### config.mk
export PLATFORM = sky130hd
export DESIGN_NAME = exti_aggregator
export DESIGN_NICKNAME = d
export VERILOG_FILES = /design/src/rtl/exti_pkg.sv /design/src/rtl/exti_edge_det.sv /design/src/rtl/exti_change_det.sv /design/src/rtl/exti_flag_reg.sv /design/src/rtl/exti_aggregator.sv
export SDC_FILE = /design/constraint.sdc
export NUM_CORES = 1
export LEC_CHECK = 0
export BUFFER_PORTS_ARGS = -buffer_cell sky130_fd_sc_hd__buf_2
export CAP_MARGIN = 20
export CORE_ASPECT_RATIO = 1.2
export CORE_MARGIN = 2
export CORE_UTILIZATION = 25
export CTS_BUF_LIST = sky130_fd_sc_hd__clkbuf_8
export DETAILED_ROUTE_END_ITERATION = 16
export GPL_TIMING_DRIVEN = 0
export PLACE_DENSITY_LB_ADDON = 0.1
export SETUP_SLACK_MARGIN = 0.2
export SYNTH_ARGS = -nofsm -noshare
export SYNTH_HDL_FRONTEND = slang
export SYNTH_HIERARCHICAL = 1
export SYNTH_SLANG_ARGS = --single-unit
### constraint.sdc
create_clock -name clk -period 2.35 [get_ports clk]
set_input_delay 0.1175 -clock clk [delete_from_list [all_inputs] [get_ports clk]]
set_output_delay 0.1175 -clock clk [all_outputs]
set_load 0.05 [all_outputs]
### src/rtl/exti_pkg.sv
package exti_pkg;
    localparam int LINE_CNT    = 7;
    localparam int SHARED_LINE = 6;
    localparam int PRIM_CNT    = LINE_CNT - 1;
    localparam int EDGE_CNT    = 5;
    localparam int REG_DW      = 8;
    localparam int REG_AW      = 2;

    typedef enum logic [REG_AW-1:0] {
        REG_LINE_EN  = 2'd0,
        REG_EDGE_SEL = 2'd1,
        REG_SUB_EN   = 2'd2,
        REG_SUB_FLAG = 2'd3
    } reg_sel_e;
endpackage

### src/rtl/exti_edge_det.sv
module exti_edge_det #(
    parameter int             W        = 1,
    parameter logic [W-1:0]   INV_MASK = '0
) (
    input  logic         clk,
    input  logic         rst_n,
    input  logic [W-1:0] raw_i,
    input  logic [W-1:0] rise_sel_i,
    output logic [W-1:0] evt_o
);
    typedef struct packed {
        logic [W-1:0] prev;
    } edge_state_t;

    edge_state_t  st_d, st_q;
    logic [W-1:0] cond;

    // per-bit conditioning: selected sources are inverted before detection
    generate
        for (genvar i = 0; i < W; i++) begin : g_bit
            if (INV_MASK[i]) begin : g_inv
                assign cond[i] = ~raw_i[i];
            end else begin : g_pass
                assign cond[i] = raw_i[i];
            end
        end
    endgenerate

    always_comb begin
        st_d      = st_q;
        st_d.prev = cond;
        evt_o     = (rise_sel_i & cond & ~st_q.prev)
                  | (~rise_sel_i & ~cond & st_q.prev);
    end

    always_ff @(posedge clk) begin
        if (!rst_n) st_q <= '0;
        else        st_q <= st_d;
    end
endmodule

### src/rtl/exti_change_det.sv
module exti_change_det #(
    parameter int W = 3
) (
    input  logic         clk,
    input  logic         rst_n,
    input  logic [W-1:0] val_i,
    output logic         evt_o
);
    typedef struct packed {
        logic [W-1:0] last;
    } chg_state_t;

    chg_state_t st_d, st_q;

    always_comb begin
        st_d      = st_q;
        st_d.last = val_i;
        evt_o     = |(val_i ^ st_q.last);
    end

    always_ff @(posedge clk) begin
        if (!rst_n) st_q <= '0;
        else        st_q <= st_d;
    end
endmodule

### src/rtl/exti_flag_reg.sv
module exti_flag_reg #(
    parameter int N = 1
) (
    input  logic         clk,
    input  logic         rst_n,
    input  logic [N-1:0] set_i,
    input  logic [N-1:0] clr_i,
    output logic [N-1:0] flag_o
);
    typedef struct packed {
        logic [N-1:0] flag;
    } flag_state_t;

    flag_state_t st_d, st_q;

    // a set arriving with a clear in one cycle takes precedence
    always_comb begin
        st_d      = st_q;
        st_d.flag = (st_q.flag & ~clr_i) | set_i;
        flag_o    = st_q.flag;
    end

    always_ff @(posedge clk) begin
        if (!rst_n) st_q <= '0;
        else        st_q <= st_d;
    end
endmodule

### src/rtl/exti_aggregator.sv
module exti_aggregator
    import exti_pkg::*;
#(
    parameter int STAT_W = 3,
    parameter int SUB_W  = 4
) (
    input  logic                 clk,
    input  logic                 rst_n,
    input  logic                 wr_en_i,
    input  logic [REG_AW-1:0]    wr_addr_i,
    input  logic [REG_DW-1:0]    wr_data_i,
    input  logic [LINE_CNT-1:0]  ack_i,
    input  logic [1:0]           evt_pin_i,
    input  logic                 pulse_i,
    input  logic                 busy_i,
    input  logic [STAT_W-1:0]    stat_i,
    input  logic                 fall_src_i,
    input  logic [SUB_W-1:0]     sub_src_i,
    output logic [LINE_CNT-1:0]  irq_o,
    output logic [LINE_CNT-1:0]  pend_o,
    output logic [SUB_W-1:0]     sub_flag_o
);
    localparam logic [EDGE_CNT-1:0] EDGE_INV = 5'b10100;

    typedef struct packed {
        logic [LINE_CNT-1:0] line_en;
        logic [1:0]          edge_sel;
        logic [SUB_W-1:0]    sub_en;
    } ctrl_t;

    ctrl_t                ctl_d, ctl_q;
    logic [SUB_W-1:0]     sub_clr;
    logic [EDGE_CNT-1:0]  edge_raw, edge_rise, edge_evt;
    logic                 stat_evt;
    logic [PRIM_CNT-1:0]  prim_set, prim_pend;
    logic [SUB_W-1:0]     sub_set;
    logic                 unused_bits;

    always_comb begin
        ctl_d   = ctl_q;
        sub_clr = '0;
        if (wr_en_i) begin
            unique case (reg_sel_e'(wr_addr_i))
                REG_LINE_EN:  ctl_d.line_en  = wr_data_i[LINE_CNT-1:0];
                REG_EDGE_SEL: ctl_d.edge_sel = wr_data_i[1:0];
                REG_SUB_EN:   ctl_d.sub_en   = wr_data_i[SUB_W-1:0];
                REG_SUB_FLAG: sub_clr        = ~wr_data_i[SUB_W-1:0];
                default:      ctl_d          = ctl_q;
            endcase
        end
    end

    always_ff @(posedge clk) begin
        if (!rst_n) ctl_q <= '0;
        else        ctl_q <= ctl_d;
    end

    // lines 0,1,2,3,5 ; pulse and falling source inverted
    assign edge_raw  = {fall_src_i, busy_i, pulse_i, evt_pin_i};
    assign edge_rise = {1'b1, ctl_q.edge_sel[1], ctl_q.edge_sel[0], 2'b11};

    exti_edge_det #(.W(EDGE_CNT), .INV_MASK(EDGE_INV)) u_edge (
        .clk        (clk),
        .rst_n      (rst_n),
        .raw_i      (edge_raw),
        .rise_sel_i (edge_rise),
        .evt_o      (edge_evt)
    );

    exti_change_det #(.W(STAT_W)) u_stat (
        .clk   (clk),
        .rst_n (rst_n),
        .val_i (stat_i),
        .evt_o (stat_evt)
    );

    assign prim_set = {edge_evt[4], stat_evt, edge_evt[3:0]};

    exti_flag_reg #(.N(PRIM_CNT)) u_prim (
        .clk    (clk),
        .rst_n  (rst_n),
        .set_i  (prim_set),
        .clr_i  (ack_i[PRIM_CNT-1:0]),
        .flag_o (prim_pend)
    );

    exti_edge_det #(.W(SUB_W), .INV_MASK({SUB_W{1'b1}})) u_sub_edge (
        .clk        (clk),
        .rst_n      (rst_n),
        .raw_i      (sub_src_i),
        .rise_sel_i ({SUB_W{1'b1}}),
        .evt_o      (sub_set)
    );

    exti_flag_reg #(.N(SUB_W)) u_sub (
        .clk    (clk),
        .rst_n  (rst_n),
        .set_i  (sub_set),
        .clr_i  (sub_clr),
        .flag_o (sub_flag_o)
    );

    assign pend_o      = {|(sub_flag_o & ctl_q.sub_en), prim_pend};
    assign irq_o       = pend_o & ctl_q.line_en;
    assign unused_bits = ^{wr_data_i, ack_i[SHARED_LINE]};
endmodule

# Word-level counts from Yosys, hierarchy flattened
# Index checks and enable logic that the tools add are counted.
# classes
addsub	0
mul	0
n_div	0
n_lt_le_gt_ge	0
eq_ne	3
shifts	0
n_mux	2
bitwise_logic	26
n_reduce_logical	6
# op_table
op	count
5-bit bitwise AND	4
5-bit NOT	3
4-bit bitwise AND	3
4-bit NOT	3
4-bit 2-to-1 mux	2
7-bit bitwise AND	1
6-bit bitwise AND	1
1-bit NOT	6
6-bit NOT	1
6-bit OR	1
2-bit AND reduction	3
5-bit OR	1
2-bit == test, second input constant	2
4-bit OR	1
4-bit OR reduction	1
3-bit OR reduction	1
3-bit XOR	1
2-bit by 1-bit == test with 1-bit output, second input constant	1
2-bit zero test	1
# totals
ff_bits	35
latchBits	0
mem_bits_rw	0
rom_bits	0
input_bits	32
output_inout_bits	18
wordCells	45
mem_count	0

# Longest topological paths before layout
# logic_depth
ltp_word	6
mapped_depth	4
mapped_depth_nobuf	4

# Hierarchy
# The synthesis kept the hierarchy.
# by_module_without_submodules
mod	n_inst	cells_each	area_per_inst_um2	seq_area_each_um2
exti_aggregator	1	68	601.8	260.2
exti_edge_det (u_edge)	1	25	247.7	100.1
exti_flag_reg (u_prim)	1	18	247.7	120.1
exti_edge_det (u_sub_edge)	1	20	192.7	80.1
exti_flag_reg (u_sub)	1	12	165.2	80.1
exti_change_det	1	10	111.4	60.1

# Worst setup path after synthesis
# OpenSTA, ideal clock, no wires.
# synth_timing
path_kind	flip-flop to output port
from	reg u_sub.st_q (netlist bit u_sub/flag_o[0])
to	out irq_o[6]
arrival_time_ns	1.990
required_time_ns	2.233
path_slack_ns	0.242
path_stages_with_launch	3
n_path_buf	0
path_cell_list	dfxtp_1 > a22oi_1 > a21boi_0
# synth_between
elab_chain_len	3
# synth_rtl
element	line	source
start: declaration	exti_flag_reg.sv:14	flag_state_t st_d, st_q;
start signal: assignment	exti_flag_reg.sv:25	else st_q <= st_d;
4-bit bitwise AND	exti_aggregator.sv:103	assign pend_o = {|(sub_flag_o & ctl_q.sub_en), prim_pend};
4-bit OR reduction	exti_aggregator.sv:103	
7-bit bitwise AND	exti_aggregator.sv:104	assign irq_o = pend_o & ctl_q.line_en;
end: declaration	exti_aggregator.sv:19	output logic [LINE_CNT-1:0] irq_o,
# No other way between the ends.

# Final worst setup path
# Ends and elaborated chain as after synthesis.

==> results.md <==
* First-pass GRT wire length at 5390 microns
* FF-to-FF path depth at 3
* Die Y at 90.7 microns
* Final net count at 252
* Worst Hold End: u_sub_edge/st_q[2]
* Reg2reg end: u_prim/flag_o[4]
* Post-Route WL at 3170 microns
* Largest family of logic cells by synthesized area: simple AND/OR/NAND/NOR gates
* GP Congestion at 0.632
* Clock Tree Buf Depth at 2
* Hold Fails Final Rpt at 0
* Setup tns final at 0 ns
* Clock power share at 0.340
* Clk slew on worst S/H paths at 0.07 ns
* Final Skew at 0.00488 ns
* CTS Buf Count at 5
* Ports at 50
* Area delta synth->final at 30.0%
* Peak fanout along the critical path at 3
* Peak Freq at 728 MHz
* Sequential share of the synthesized area at 0.447
* CP Data Required Time at 2.23 ns
* Post-Synth Simple-Gate Area at 0.317
* Switching power at 0.000358 W
* Pin count of the biggest net entering global routing at 25
* Post-synthesis adder-cell area fraction at 0
* DP HPWL at 2370 microns
* Worst-Skew Late Latency at 0.29 ns
* EDFF count, synth at 0
* Critical path endpoint category: output pin
* Router iterations before antenna repair at 3
* Post-synthesis compound-gate area fraction at 0.120
* CTS tree: built
* Post-cts resize count at 0
* Post-CTS Setup Bufs at 0
* Mapped cell area at 0.00157 sq mm
* Ratio of cells with drive above 1 in the final layout at 0.371
* # rows at 31
* WS Path Type: reg -> out
* Synthesized flop and latch total at 35
* Vias in the first global route at 1155
* Area share of the largest cell type after synthesis at 0.447
* RSZ-0062 raised after global routing: false
* LEAKAGE at 0.919 nW
* Clock root cell: clkbuf_8
* Initial DRC count at 40
* Remaining Overflow, GRT at 0
* Die area at 0.00692 sq mm
* PwrDens at 623 mW/mm^2
* Vias/cell at 3.89
* Minimum clock period at 1.37 ns
* Cell taking the most area after synthesis: dfxtp_1
* ANT nets after route at 0
* Ys Warns at 6
* Commonest non-fill, non-tap cell in the layout: buf_2
* Syn Area/Cell at 10.2 sq um
* Hold_sp: sub_src_i[2]
* CP arrival at 1.26 ns
* Fin crit share at 0.584
* Clock tree sinks at 35
* Fill count at 649
* Chip Width at 76.3 microns
* Comb pwr share at 0.155
* Ys flop type: dfxtp_1
* Critical Path Start Type: register
* Peak VDD IR at 0.254 mV
* # hold bufs at CTS at 0
* Antenna violations before repair at 0
* Initial Utilization at 0.259
* RR Startpoint: u_stat/st_q[0]
* Xor/xnor share of the synthesized area at 0.0168
* # port buffers at 47
* Diode count at 0
* # H-tree levels at 2
* R2R setup slack at 1.52 ns
* Cells after Synth at 153
* Commonest cells after routing, fill and taps aside: buf_2 (49), dfxtp_1 (35), nand2_1 (26)
* Synth area leaders: dfxtp_1 (45%), nor2b_4 (8.8%), mux2i_1 (8.3%), nand2_1 (6.2%), o21a_1 (4.8%)
* Final Core Density at 0.337
* Hold depth at 2
* Switching Share at 0.282
* Mux cell area share after synthesis at 0.0831
* All-layer global routing usage at 0.100
* WL/cell at 10.5 microns
* DR vias at 1180
* Crit path from: u_sub/flag_o[0]
* Synth cell types at 23
* Int Pwr at 0.000911 W
* Final slew viol count at 0
* Sequential power share at 0.505
* Core ar. at 0.00605 sq mm
* Final setup fails at 0
* Hold Path Class: in -> reg
* Synth async-reset ratio at 0
* Max_cap viols at 0
* Residual DRC count at 0
* Outcome: complete, no violations
[sequential cells by signal, summed over array words and instances, names as in the netlist]
| register | count |
|---|---|
| u_prim/flag_o | 6 |
| ctl_q | 13 |
| u_sub_edge/st_q | 4 |
| u_stat/st_q | 3 |
| u_edge/st_q | 5 |
| u_sub/flag_o | 4 |
[cell families (layout without fill, tap and decap cells)]
kind of cell | after synthesis | in the layout
simple gates | 76 | 76
other cells | 1 | 14
buf+inv | 3 | 58
xor+xnor | 3 | 3
mux | 13 | 13
flops | 35 | 35
compound gates | 22 | 22
[worst max-delay path, cell delays in order, from the launching register on]
cell      delay (ns)
dfxtp_1         0.36
a22oi_1         0.11
a21boi_0        0.21
buf_2           0.30
[through the flow]
stage	hold WS (ns)	setup slack, ns	total power, W	cells	area, sq um
finish	0.0123	0.977	0.00127	303	2040
global route	0.00345	0.867	0.00134	303	2040
CTS	0.00271	0.951	0.00130	303	2040
detailed placement	0.316	1.16	0.000855	295	1950
global placement	0.310	1.14	0.000856	295	1950
floorplan	0.189	0.242	0.000787	166	1620
[cell usage after synthesis, types with 4 or more instances]
library cell,count
dfxtp_1,35
nand2_1,26
mux2i_1,13
nor2b_4,10
o21a_1,10
nand2b_1,9
and2_1,8
nand3b_1,6
o22ai_2,5
and2_2,4
nor2_1,4
nor2b_1,4
[per-layer routing]
metal	vias up	routed length (microns)	GRT usage
met4	0	63	0.0455
met2	30	1450	0.158
li1	629	-	-
met5	-	0	0
met1	514	1460	0.118
met3	7	195	0.0410
[power groups by stage]
stage	clock network, W	logic, W	registers (W)
6_report	0.000432	0.000197	0.000641
5_1_grt	0.000482	0.000215	0.000646
4_1_cts	0.000459	0.000200	0.000642
3_3_place_gp	0	0.000200	0.000656
2_1_floorplan	0	0.0000938	0.000693
3_5_place_dp	0	0.000199	0.000656
[worst max path at each step]
stage / slack (ns) / end / depth (start not counted)
floorplan: 0.24 / irq_o[6] / 2
global placement: 1.14 / ctl_q[7] / 4
detailed placement: 1.16 / ctl_q[7] / 4
CTS: 0.95 / irq_o[6] / 3
global route: 0.87 / irq_o[6] / 3
finish: 0.98 / irq_o[6] / 3
[cell type report]
class                   instances  area [sq um]  share of cell area
multi-input cells             128           893               0.439
flip-flops and latches         35           701               0.344
repair buffers                 47           235               0.115
well taps                      82           103              0.0504
clock buffers                   5          68.8              0.0338
plain buffers                   3          21.3              0.0104
clock inverters                 3          15.0             0.00737
(Power assumes the default switching activity.)
